[src/rtl/chop_pkg.sv]
package chop_pkg;

    typedef enum logic [1:0] {
        DK_SLOW  = 2'd0,
        DK_FAST  = 2'd1,
        DK_MIXED = 2'd2
    } decay_mode_t;

    typedef enum logic [1:0] {
        PH_OFF,
        PH_DRIVE,
        PH_FAST,
        PH_SLOW
    } bridge_phase_t;

    typedef struct packed {
        logic drive;
        logic fast;
        logic slow;
    } bridge_out_t;

    // code map of the resolved three-level selector
    function automatic decay_mode_t decode_decay(input logic [1:0] code);
        case (code)
            2'b00:   return DK_SLOW;
            2'b01:   return DK_FAST;
            default: return DK_MIXED;
        endcase
    endfunction

    function automatic bridge_phase_t pick_phase(
        input logic        live,
        input logic        tripped,
        input decay_mode_t mode,
        input logic        late
    );
        if (!live)
            return PH_OFF;
        if (!tripped)
            return PH_DRIVE;
        case (mode)
            DK_SLOW: return PH_SLOW;
            DK_FAST: return PH_FAST;
            default: return late ? PH_SLOW : PH_FAST;
        endcase
    endfunction

    function automatic bridge_out_t phase_flags(input bridge_phase_t ph);
        bridge_out_t o;
        o.drive = (ph == PH_DRIVE);
        o.fast  = (ph == PH_FAST);
        o.slow  = (ph == PH_SLOW);
        return o;
    endfunction

endpackage

[src/rtl/chop_wake.sv]
module chop_wake #(
    parameter int WAKE_CYC = 20000
) (
    input  logic clk,
    input  logic rst_n,
    input  logic sleep_n,
    output logic ready
);
    localparam int WW = (WAKE_CYC > 1) ? $clog2(WAKE_CYC) : 1;
    localparam logic [WW-1:0] WLAST = WW'(WAKE_CYC - 1);

    logic [WW-1:0] wcnt;

    always_ff @(posedge clk) begin
        if (!rst_n || !sleep_n) begin
            wcnt  <= '0;
            ready <= 1'b0;
        end else if (!ready) begin
            if (wcnt == WLAST)
                ready <= 1'b1;
            else
                wcnt <= wcnt + 1'b1;
        end
    end
endmodule

[src/rtl/chop_period.sv]
module chop_period #(
    parameter int PERIOD_CYC = 400,
    parameter int BLANK_CYC  = 75,
    parameter int MIX_POS    = 300,
    parameter int PW         = 9
) (
    input  logic          clk,
    input  logic          rst_n,
    input  logic          ready,
    output logic [PW-1:0] pos,
    output logic          blank_open,
    output logic          late,
    output logic          last
);
    localparam logic [PW-1:0] PLAST = PW'(PERIOD_CYC - 1);
    localparam logic [PW-1:0] PBLK  = PW'(BLANK_CYC);
    localparam logic [PW-1:0] PMIX  = PW'(MIX_POS);

    always_ff @(posedge clk) begin
        if (!rst_n || !ready)
            pos <= '0;
        else if (pos == PLAST)
            pos <= '0;
        else
            pos <= pos + 1'b1;
    end

    always_comb begin
        blank_open = (pos >= PBLK);
        late       = (pos >= PMIX);
        last       = (pos == PLAST);
    end
endmodule

[src/rtl/chop_bridge.sv]
module chop_bridge
    import chop_pkg::*;
(
    input  logic        clk,
    input  logic        rst_n,
    input  logic        ready,
    input  logic        blank_open,
    input  logic        late,
    input  logic        last,
    input  decay_mode_t mode,
    input  logic        trip,
    output bridge_out_t flags
);
    logic tripped;

    always_ff @(posedge clk) begin
        if (!rst_n || !ready)
            tripped <= 1'b0;
        else if (last)
            tripped <= 1'b0;
        else if (!tripped && trip && blank_open)
            tripped <= 1'b1;
    end

    always_comb flags = phase_flags(pick_phase(ready, tripped, mode, late));
endmodule

[src/rtl/chop_ctrl.sv]
module chop_ctrl
    import chop_pkg::*;
#(
    parameter int NUM_BRIDGES = 2,
    parameter int CLK_KHZ     = 20000,
    parameter int PWM_KHZ     = 50,
    parameter int BLANK_NS    = 3750,
    parameter int WAKE_US     = 1000
) (
    input  logic                   clk,
    input  logic                   rst_n,
    input  logic                   sleep_n,
    input  logic [1:0]             decay_sel,
    input  logic [NUM_BRIDGES-1:0] trip,
    output logic                   ready,
    output logic [NUM_BRIDGES-1:0] drive,
    output logic [NUM_BRIDGES-1:0] fast_decay,
    output logic [NUM_BRIDGES-1:0] slow_decay
);
    localparam int PERIOD_CYC = CLK_KHZ / PWM_KHZ;
    localparam int BLANK_CYC  = (CLK_KHZ * BLANK_NS) / 1000000;
    localparam int WAKE_CYC   = (CLK_KHZ * WAKE_US) / 1000;
    localparam int MIX_POS    = (PERIOD_CYC * 3) / 4;
    localparam int PW         = $clog2(PERIOD_CYC);

    logic [PW-1:0] period_pos;
    logic          blank_open, late, last;
    decay_mode_t   mode_q;

    chop_wake #(.WAKE_CYC(WAKE_CYC)) u_wake (
        .clk(clk), .rst_n(rst_n), .sleep_n(sleep_n), .ready(ready)
    );

    chop_period #(
        .PERIOD_CYC(PERIOD_CYC), .BLANK_CYC(BLANK_CYC),
        .MIX_POS(MIX_POS), .PW(PW)
    ) u_period (
        .clk(clk), .rst_n(rst_n), .ready(ready), .pos(period_pos),
        .blank_open(blank_open), .late(late), .last(last)
    );

    always_ff @(posedge clk) begin
        if (!rst_n)
            mode_q <= DK_MIXED;
        else
            mode_q <= decode_decay(decay_sel);
    end

    for (genvar b = 0; b < NUM_BRIDGES; b++) begin : g_bridge
        bridge_out_t fl;
        chop_bridge u_br (
            .clk(clk), .rst_n(rst_n), .ready(ready),
            .blank_open(blank_open), .late(late), .last(last),
            .mode(mode_q), .trip(trip[b]), .flags(fl)
        );
        assign drive[b]      = fl.drive;
        assign fast_decay[b] = fl.fast;
        assign slow_decay[b] = fl.slow;
    end
endmodule

[config.mk]
export PLATFORM = sky130hd
export DESIGN_NAME = chop_ctrl
export DESIGN_NICKNAME = d
export VERILOG_FILES = /design/src/rtl/chop_pkg.sv /design/src/rtl/chop_wake.sv /design/src/rtl/chop_period.sv /design/src/rtl/chop_bridge.sv /design/src/rtl/chop_ctrl.sv
export SDC_FILE = /design/constraint.sdc
export NUM_CORES = 1
export LEC_CHECK = 0
export ABC_AREA = 0
export ABC_CLOCK_PERIOD_IN_PS = 4700
export BUFFER_PORTS_ARGS = -buffer_cell sky130_fd_sc_hd__buf_2
export CORE_MARGIN = 3
export CORE_UTILIZATION = 30
export DETAILED_ROUTE_END_ITERATION = 7
export PLACE_DENSITY = 0.44
export SLEW_MARGIN = 25
export SYNTH_ARGS = -nofsm -noshare
export SYNTH_HDL_FRONTEND = slang
export SYNTH_SLANG_ARGS = --single-unit
[constraint.sdc]
create_clock -name clk -period 4.7 [get_ports clk]
set_input_delay 0.705 -clock clk [delete_from_list [all_inputs] [get_ports clk]]
set_output_delay 0.705 -clock clk [all_outputs]
set_load 0.01 [all_outputs]
==> results of run 1 <==
-- cells by family (layout without fill, tap and decap cells) --
kind of cell	after synthesis	after routing	synth area share, %
compound gates	27	27	12.5
fa+ha+maj	3	3	2.71
flops	29	29	41.9
xor+xnor	12	12	7.59
simple gates	80	80	31.3
mux	1	1	0.723
buf+inv	12	29	3.34
-- per-stage QoR --
| step | util [%] | worst slack, ns | cell area (um2) | std cells | total power [mW] |
|---|---|---|---|---|---|
| finish | 36.3 | 2.35 | 1600 | 233 | 0.487 |
| global route | 36.3 | 2.27 | 1600 | 233 | 0.509 |
| CTS | 36.3 | 2.35 | 1600 | 233 | 0.497 |
| detailed placement | 34.0 | 2.67 | 1500 | 225 | 0.265 |
| global placement | 34.0 | 2.70 | 1500 | 225 | 0.265 |
| floorplan | - | 2.69 | 1390 | 164 | 0.260 |
-- power groups by stage --
stage / Clock [mW] / Sequential [mW] / Combinational, mW
floorplan: 0 / 0.254 / 0.00608
global placement: 0 / 0.255 / 0.0101
detailed placement: 0 / 0.255 / 0.0104
CTS: 0.237 / 0.249 / 0.0104
global route: 0.248 / 0.249 / 0.0118
finish: 0.228 / 0.249 / 0.0101
-- final cells by class --
class	instances	area, um2
clock buffers	7	96.3
clock inverters	1	5.00
fillers	450	2810
inverters	8	30.0
multi-input cells	123	758
flip-flops and latches	29	581
well taps	52	65.1
repair buffers	13	65.1
-- critical path: stages, from the launching register on --
cell and delay, ns:
dfxtp_1 0.36, a21o_1 0.20, a211o_1 0.31, a31o_2 0.26, nor2_1 0.10, buf_2 0.14
-- worst paths after layout --
check / startpoint / to / slack, ns / cells past startpoint
setup / recovery: u_period.pos[2] / fast_decay[0] / 2.35 / 5
hold / removal: u_wake.wcnt[4] / u_wake.wcnt[4] / 0.50 / 1
setup reg to reg: u_period.pos[0] / g_bridge[1].u_br.tripped / 2.68 / 5
hold reg to reg: u_wake.wcnt[4] / u_wake.wcnt[4] / 0.50 / 1
-- layer usage --
layer	global-route usage [%]	vias to the layer above	routed length (um)
li1	-	601	-
met1	13.6	566	1350
met2	17.8	26	1380
met3	6.22	2	164
met4	5.43	0	15
met5	0	-	0
-- cells in the final DEF, fill, tap and decap left out, types with 4 or more instances in the layout --
cell	netlist	layout
buf_2	1	13
nor2_1	29	29
clkbuf_8	0	7
inv_1	8	8
or3_1	7	7
xnor2_1	10	10
dfxtp_1	29	29
nor3_1	5	5
o21ai_1	4	4
nand2_1	13	13
a21oi_1	7	7
nand3_1	5	5
-- registers in the layout, summed over array words and instances, names as in the netlist --
signal,count
u_wake.wcnt,15
u_period.pos,9
mode_q,2
u_wake.ready,1
g_bridge.u_br.tripped,2
==> impl_metrics.tcl, run 1 <==
set metrics [dict create \
    cts-root-buf "clkbuf_8" \
    ant_nets 0 \
    drc_errors 0 \
    p_sw_share_pct 21.2 \
    die_h_um 73.9 \
    holdBufCountCts 0 \
    num_io_pins 14 \
    clock_sinks 29 \
    crit_type "flop to primary output" \
    setup_viol 0 \
    synth_warnings 0 \
    worstPathRequired_ns 3.99 \
    initial_core_util_pct 31.4 \
    grt_antenna_before_repair 0 \
    avgSynthCellArea_um2 8.45 \
    postCtsSetupBuffers 0 \
    dieArea_mm2 0.00547 \
    worst_ep_arrival_time_ns 1.64 \
    p_leak_nw 0.588 \
    yosys-top-cells-area "dfxtp_1 42%, nor2_1 7.9%, xnor2_1 6.3%" \
    synth_fp_nets 174 \
    dp_hpwl_mm 2.03 \
    yosys_register_bits 29 \
    grt_max_degree 17 \
    grt_pass1_vias 1112 \
    rsz0062_at_grt "false" \
    vias 1195 \
    cp-end-kind "primary output" \
    rows 24 \
    comb_power_share_pct 2.1 \
    fin_nets 190 \
    viasPerCell 5.13 \
    first_pass_iters 4 \
    tritoncts.num_buffers 5 \
    finalHoldViolCount 0 \
    diodes 0 \
    max_slew_margin_pct 40.1 \
    clkSlewWorstSetupHoldPaths_ns 0.06 \
    synthArstFlopShare_pct 0 \
    grt_pass1_wl_mm 4.77 \
    grt_usage_pct 11.7 \
    drive_gt1_share_pct 16.0 \
    grt_overflow_total 0 \
    hold_class "flop to flop" \
    drv_slew 0 \
    worst_slew_pin_slew_ns 0.895 \
    insertion_delay_ns 0.28 \
    fin_crit_ns 2.35 \
    p_clk_share_pct 46.8 \
    power.density_mw_per_mm2 304 \
    die_width_um 73.9 \
    cts_max_path_buffers 2 \
    clock_skew_ns 0.00558 \
    netlist_area_mm2 0.00139 \
    drt_wl_total_mm 2.91 \
    routedWlPerCell_um 12.5 \
    fin_crit_sh_pct 49.9 \
    ys.flop_type "dfxtp_1" \
    max_cap_viol_count 0 \
    internal-power_uw 384 \
    holdWs_ns 0.502 \
    area_growth_pct 15.5 \
    synthDistinctLibCells 40 \
    synth_largest_area_cell "dfxtp_1" \
    drtIter0Drc 83 \
    fmax_mhz 426 \
    yosysTopAreaCellShare_pct 41.9 \
    switchingPower_uw 103 \
    gp_congestion 0.836 \
    vdd.ir_drop.worst_mv 0.160 \
    setup_tns_ns 0 \
    startpoint_type "flop" \
    port_buffers 13 \
    htree_levels 2 \
    sequentialPowerShare_pct 51.2 \
    synth_edf_count 0 \
    yosysSeqAreaShare_pct 41.9 \
    syn_inst 164 \
    critPathMaxFanout 6 \
    cts_tree "done" \
    status "complete, no violations" \
    ctsResizeCount 0 \
    ys_top_cells_by_count "29 x dfxtp_1, 29 x nor2_1, 13 x nand2_1" \
    coreArea_mm2 0.00441 \
]
(Power assumes the default switching activity.)
==> inputs of run 2 (changes only) <==
--- a/config.mk
+++ b/config.mk
@@ -6,12 +6,12 @@
 export NUM_CORES = 1
 export LEC_CHECK = 0
 export ABC_AREA = 0
-export ABC_CLOCK_PERIOD_IN_PS = 4700
+export ABC_CLOCK_PERIOD_IN_PS = 2100
 export BUFFER_PORTS_ARGS = -buffer_cell sky130_fd_sc_hd__buf_2
 export CORE_MARGIN = 3
 export CORE_UTILIZATION = 30
 export DETAILED_ROUTE_END_ITERATION = 7
-export PLACE_DENSITY = 0.44
+export PLACE_DENSITY = 0.46
 export SLEW_MARGIN = 25
 export SYNTH_ARGS = -nofsm -noshare
 export SYNTH_HDL_FRONTEND = slang
==> constraint.sdc (replaced) <==
create_clock -name clk -period 2.1 [get_ports clk]
set_input_delay 0.315 -clock clk [delete_from_list [all_inputs] [get_ports clk]]
set_output_delay 0.315 -clock clk [all_outputs]
set_load 0.01 [all_outputs]
==> run 2 against run 1 <==
Worst setup slack worse by 2.2 ns. Total power up 110%. Register-to-register slack worse by 2.4 ns. Largest power group unchanged. Cell count up 0.86%. Non-clock buffer count up 2.
==> impl_metrics.tcl, run 2 (same netlist as run 1, synthesis figures left out) <==
set metrics [dict create \
    grt_pass1_wl_mm 4.85 \
    grt_antenna_before_repair 0 \
    routedWlPerCell_um 12.3 \
    fin_crit_sh_pct 94.0 \
    tritoncts.num_buffers 5 \
    critPathMaxFanout 6 \
    worstReg2RegEnd "u_wake.wcnt[2]" \
    vdd.ir_drop.worst_mv 0.334 \
    postPlaceCellArea_mm2 0.00151 \
    largest_reg_flops 15 \
    crit_type "flop to primary output" \
    drt_wl_total_mm 2.90 \
    clock_skew_ns 0.00695 \
    fillers 457 \
    p_leak_nw 0.587 \
    endpoint "fast_decay[0]" \
    largestRegisters "u_wake.wcnt x15, u_period.pos x9" \
    p_sw_share_pct 23.2 \
    status "complete, no violations" \
    fin_nets 192 \
    drtIter0Drc 53 \
    rsz0062_at_grt "false" \
    setup_viol 0 \
    drive_gt1_share_pct 16.9 \
    area_growth_pct 15.5 \
    ant_nets 0 \
    final_cell_mix "29 x nor2_1, 29 x dfxtp_1, 13 x nand2_1, 13 x buf_2, 10 x xnor2_1" \
    cp_slowest_cell "dfxtp_1" \
    port_buffers 13 \
    rr_worst_depth 5 \
    htree_levels 2 \
    ff2ff_setup_slack_ns 0.31 \
    worst_slew_pin_slew_ns 0.516 \
    reg2reg_from "u_wake.wcnt[0]" \
    final_area_mm2 0.00160 \
    worstPathRequired_ns 1.78 \
    holdBufCountCts 0 \
    holdWs_ns 0.236 \
    clkSlewWorstSetupHoldPaths_ns 0.07 \
    rows 24 \
    sequentialPowerShare_pct 54.1 \
    dieArea_mm2 0.00547 \
    grt_max_degree 15 \
    vias 1204 \
    power.density_mw_per_mm2 644 \
    final_core_util_pct 36.3 \
    switchingPower_uw 239 \
    fin_crit_ns 1.97 \
    viasPerCell 5.12 \
    max_slew_margin_pct 65.3 \
    diodes 0 \
    cts-root-buf "clkbuf_8" \
    total_power_mw 1.03 \
    coreArea_mm2 0.00441 \
    finalHoldViolCount 0 \
    regMostFlops "u_wake.wcnt" \
    holdPathStages 3 \
    cts_tree "done" \
    dp_hpwl_mm 2.08 \
    drv_slew 0 \
    clock_sinks 29 \
    p_clk_share_pct 43.7 \
    grt_pass1_vias 1116 \
    worst_ep_arrival_time_ns 1.66 \
    setup_tns_ns 0 \
    grt_overflow_total 0 \
    die_h_um 73.9 \
    cts_max_path_buffers 2 \
    cp-startpoint "u_period.pos[2]" \
    gp_congestion 0.778 \
    path_cells "a21o_1 -> a211o_1 -> a31o_2 -> nor2_1 -> buf_2" \
    insertion_delay_ns 0.28 \
    cp-end-kind "primary output" \
    die_width_um 73.9 \
    postCtsSetupBuffers 0 \
    hold_class "input port to flop" \
    internal-power_uw 791 \
    first_pass_iters 4 \
    drc_errors 0 \
    max_cap_viol_count 0 \
    ctsResizeCount 0 \
    num_io_pins 14 \
    comb_power_share_pct 2.2 \
    fmax_mhz 506 \
    initial_core_util_pct 31.4 \
    critPathMaxStageDelay_ns 0.36 \
    startpoint_type "flop" \
    grt_usage_pct 11.9 \
]
[run 2: worst max-delay path: cells and delay by family, from the launching register on]
kind            cells  cell delay (ns)
compound gates      3             0.78
flops               1             0.36
buf+inv             1             0.13
simple gates        1             0.10
[run 2: per-layer routing]
metal  part of all wire (%)  track usage [%]  vias up  routed length, um
met3                    4.4             3.92       14                128
met2                     46             18.5       28               1320
li1                       -                -      610                  -
met4                    4.1             8.65        0                118
met5                      0                0        -                  0
met1                     46             13.7      552               1330
[run 2: power by group through the flow]
stage / Clock [mW] / Combinational [mW] / Sequential, mW
final: 0.450 / 0.0232 / 0.557
after global routing: 0.486 / 0.0272 / 0.557
after CTS: 0.467 / 0.0236 / 0.557
after detailed placement: 0 / 0.0236 / 0.569
after global placement: 0 / 0.0232 / 0.569
after floorplan: 0 / 0.0136 / 0.569
[run 2: layout make-up]
type / instances / area [um2] / share of cell area (%)
Clock inverter: 3 / 17.5 / 1.09
Sequential cell: 29 / 581 / 36.3
Tap cell: 52 / 65.1 / 4.07
Clock buffer: 5 / 68.8 / 4.30
Multi-Input combinational cell: 123 / 758 / 47.4
Inverter: 8 / 30.0 / 1.88
Timing Repair Buffer: 15 / 80.1 / 5.00
[run 2: worst min path at each step]
stage / start / to / slack (ns)
final: decay_sel[0] / mode_q[0] / 0.24
after global routing: decay_sel[1] / mode_q[1] / 0.24
after CTS: decay_sel[0] / mode_q[0] / 0.23
after detailed placement: u_period.pos[0] / u_period.pos[0] / 0.48
after global placement: u_period.pos[0] / u_period.pos[0] / 0.47
after floorplan: rst_n / mode_q[1] / 0.41
[run 2: through the flow]
stage | worst slack [ns] | instances
finish | 0.125 | 235
global route | 0.0438 | 235
CTS | 0.113 | 235
detailed placement | 0.309 | 227
global placement | 0.377 | 227
floorplan | 0.482 | 164
==> inputs of run 3 (changes only) <==
--- a/config.mk
+++ b/config.mk
@@ -5,13 +5,13 @@
 export SDC_FILE = /design/constraint.sdc
 export NUM_CORES = 1
 export LEC_CHECK = 0
-export ABC_AREA = 0
+export ABC_AREA = 1
 export ABC_CLOCK_PERIOD_IN_PS = 2100
 export BUFFER_PORTS_ARGS = -buffer_cell sky130_fd_sc_hd__buf_2
 export CORE_MARGIN = 3
 export CORE_UTILIZATION = 30
 export DETAILED_ROUTE_END_ITERATION = 7
-export PLACE_DENSITY = 0.46
+export PLACE_DENSITY = 0.45
 export SLEW_MARGIN = 25
 export SYNTH_ARGS = -nofsm -noshare
 export SYNTH_HDL_FRONTEND = slang
==> run 3 against run 2 <==
Clock power down 3%. Global-route usage increased by 1.5 points. Routed wire length increased by 35%. Final area up 19%. Synthesized cell count grew 59%. Clock skew is 0.0022 ns lower. Die area is 22% higher. Hold slack improved by 0.0093 ns. Register-to-register slack improved by 0.13 ns. Critical path type is now flop to flop.
==> impl_metrics.tcl, run 3 <==
set metrics [dict create \
    status "complete, no violations" \
    clock_skew_ns 0.00479 \
    num_io_pins 14 \
    max_cap_viol_count 0 \
    yosysSeqAreaShare_pct 33.7 \
    avgSynthCellArea_um2 6.62 \
    final_common_cell "nand2_1" \
    drive_gt1_share_pct 16.3 \
    tritoncts.num_buffers 5 \
    grt_overflow_total 0 \
    fin_crit_ns 1.66 \
    yosysTopAreaCellShare_pct 33.7 \
    dp_hpwl_mm 2.94 \
    gp_congestion 0.866 \
    clkSlewWorstSetupHoldPaths_ns 0.06 \
    vias 1542 \
    vdd.ir_drop.worst_mv 0.163 \
    rr_worst_depth 8 \
    rows 26 \
    grt_max_degree 15 \
    drt_wl_total_mm 3.90 \
    setup_viol 0 \
    finalHoldViolCount 0 \
    postPlaceCellArea_mm2 0.00182 \
    hp-start "decay_sel[1]" \
    die_width_um 81.8 \
    crit_type "flop to flop" \
    sequentialPowerShare_pct 54.8 \
    critPathMaxFanout 8 \
    yosys_register_bits 29 \
    p_clk_share_pct 42.9 \
    worstPathRequired_ns 2.27 \
    ys_top_cells_by_count "69 x nand2_1, 41 x nor2_1, 29 x dfxtp_1" \
    grt_antenna_before_repair 0 \
    synth_fp_nets 270 \
    final_cell_mix "69 x nand2_1, 41 x nor2_1, 29 x dfxtp_1" \
    netlist_area_mm2 0.00172 \
    diodes 0 \
    dieArea_mm2 0.00668 \
    regMostFlops "u_wake.wcnt" \
    grt_usage_pct 13.4 \
    ff2ff_setup_slack_ns 0.44 \
    worst_slew_pin_slew_ns 0.463 \
    setup_tns_ns 0 \
    grt_pass1_vias 1474 \
    worst_hold_path.endpoint "mode_q[1]" \
    syn_inst 260 \
    drc_errors 0 \
    htree_levels 2 \
    yosysMostFrequentCell "nand2_1" \
    worst_slack_ns 0.436 \
    insertion_delay_ns 0.27 \
    yosys-top-cells-area "dfxtp_1 34%, nand2_1 15%, nor2_1 8.9%" \
    die_h_um 81.8 \
    reg2reg_from "u_wake.wcnt[0]" \
    comb_power_share_pct 2.3 \
    cp-end-kind "flop" \
    internal-power_uw 798 \
    port_buffers 13 \
    hold_class "input port to flop" \
    largest_reg_flops 15 \
    holdPathStages 3 \
    viasPerCell 4.46 \
    cts_max_path_buffers 2 \
    switchingPower_uw 218 \
    fin_crit_sh_pct 79.2 \
    synthDistinctLibCells 25 \
    coreArea_mm2 0.00534 \
    synth_edf_count 0 \
    area_growth_pct 10.4 \
    drtIter0Drc 97 \
    fin_nets 285 \
    grt_pass1_wl_mm 6.70 \
    synthArstFlopShare_pct 0 \
    clock_sinks 29 \
    max_slew_margin_pct 69.0 \
    routedWlPerCell_um 11.3 \
    worst_ep_arrival_time_ns 1.83 \
    largestRegisters "u_wake.wcnt x15, u_period.pos x9" \
    p_leak_nw 0.688 \
    ant_nets 0 \
    holdBufCountCts 0 \
    cts-root-buf "clkbuf_8" \
    initial_core_util_pct 32.3 \
    rsz0062_at_grt "false" \
    final_area_mm2 0.00190 \
    ys.flop_type "dfxtp_1" \
    synth_largest_area_cell "dfxtp_1" \
    drv_slew 0 \
    ctsResizeCount 0 \
    total_power_mw 1.02 \
    synth_warnings 0 \
    power.density_mw_per_mm2 535 \
    place_ws_ns 0.449 \
    p_sw_share_pct 21.5 \
    cts_tree "done" \
    postCtsSetupBuffers 0 \
    first_pass_iters 4 \
    fmax_mhz 601 \
    startpoint_type "flop" \
    worstReg2RegEnd "u_wake.wcnt[14]" \
]
## run 3: how the worst max path moves through the flow
stage	from	slack (ns)	endpoint	cells past startpoint
after global routing	u_wake.wcnt[0]	0.24	u_wake.wcnt[0]	8
after floorplan	u_wake.wcnt[0]	0.67	u_wake.wcnt[13]	8
after global placement	u_wake.wcnt[0]	0.51	u_wake.wcnt[0]	8
after detailed placement	u_wake.wcnt[0]	0.45	u_wake.wcnt[13]	8
after CTS	u_wake.wcnt[0]	0.43	u_wake.wcnt[14]	8
final	u_wake.wcnt[0]	0.44	u_wake.wcnt[14]	8
## run 3: layer usage
metal	GRT usage (%)	routed length, um	up-vias
met4	5.48	62	0
li1	-	-	854
met5	0	0	-
met3	4.39	188	4
met1	17.6	2090	656
met2	20.1	1550	28
## run 3: layout make-up
| class | count | area, um2 |
|---|---|---|
| repair buffers | 14 | 72.6 |
| multi-input cells | 196 | 971 |
| flip-flops and latches | 29 | 581 |
| inverters | 29 | 109 |
| well taps | 70 | 87.6 |
| clock buffers | 8 | 80.1 |
| fillers | 585 | 3430 |
## run 3: power groups by stage
| stage | Combinational, mW | Sequential [mW] | Clock, mW |
|---|---|---|---|
| floorplan | 0.0135 | 0.568 | 0 |
| global placement | 0.0234 | 0.570 | 0 |
| detailed placement | 0.0229 | 0.570 | 0 |
| CTS | 0.0233 | 0.557 | 0.460 |
| global route | 0.0262 | 0.557 | 0.491 |
| finish | 0.0230 | 0.557 | 0.436 |
## run 3: per-stage QoR
stage | util (%) | hold slack [ns] | std cells
CTS | 35.6 | 0.236 | 346
finish | 35.6 | 0.246 | 346
floorplan | - | 0.404 | 260
detailed placement | 34.1 | 0.470 | 338
global placement | 34.1 | 0.462 | 338
global route | 35.6 | 0.254 | 346
## run 3: kinds of logic after synthesis
| group | after synthesis | synth area share [%] |
|---|---|---|
| DFF | 29 | 33.7 |
| adders and majority gates | 3 | 2.18 |
| and+or+nand+nor | 166 | 43.8 |
| xor gates and xnor gates | 5 | 2.54 |
| buffers and inverters | 35 | 9.88 |
| AOI/OAI and AO/OA | 22 | 7.92 |
## run 3: worst max-delay path, stage by stage (launching register included)
cell and delay (ns):
dfxtp_1 0.41, ha_1 0.32, nand2_1 0.12, nor2_2 0.20
nand3_1 0.10, nor2_1 0.15, nor2_2 0.10, nand2_1 0.10
a21oi_2 0.05
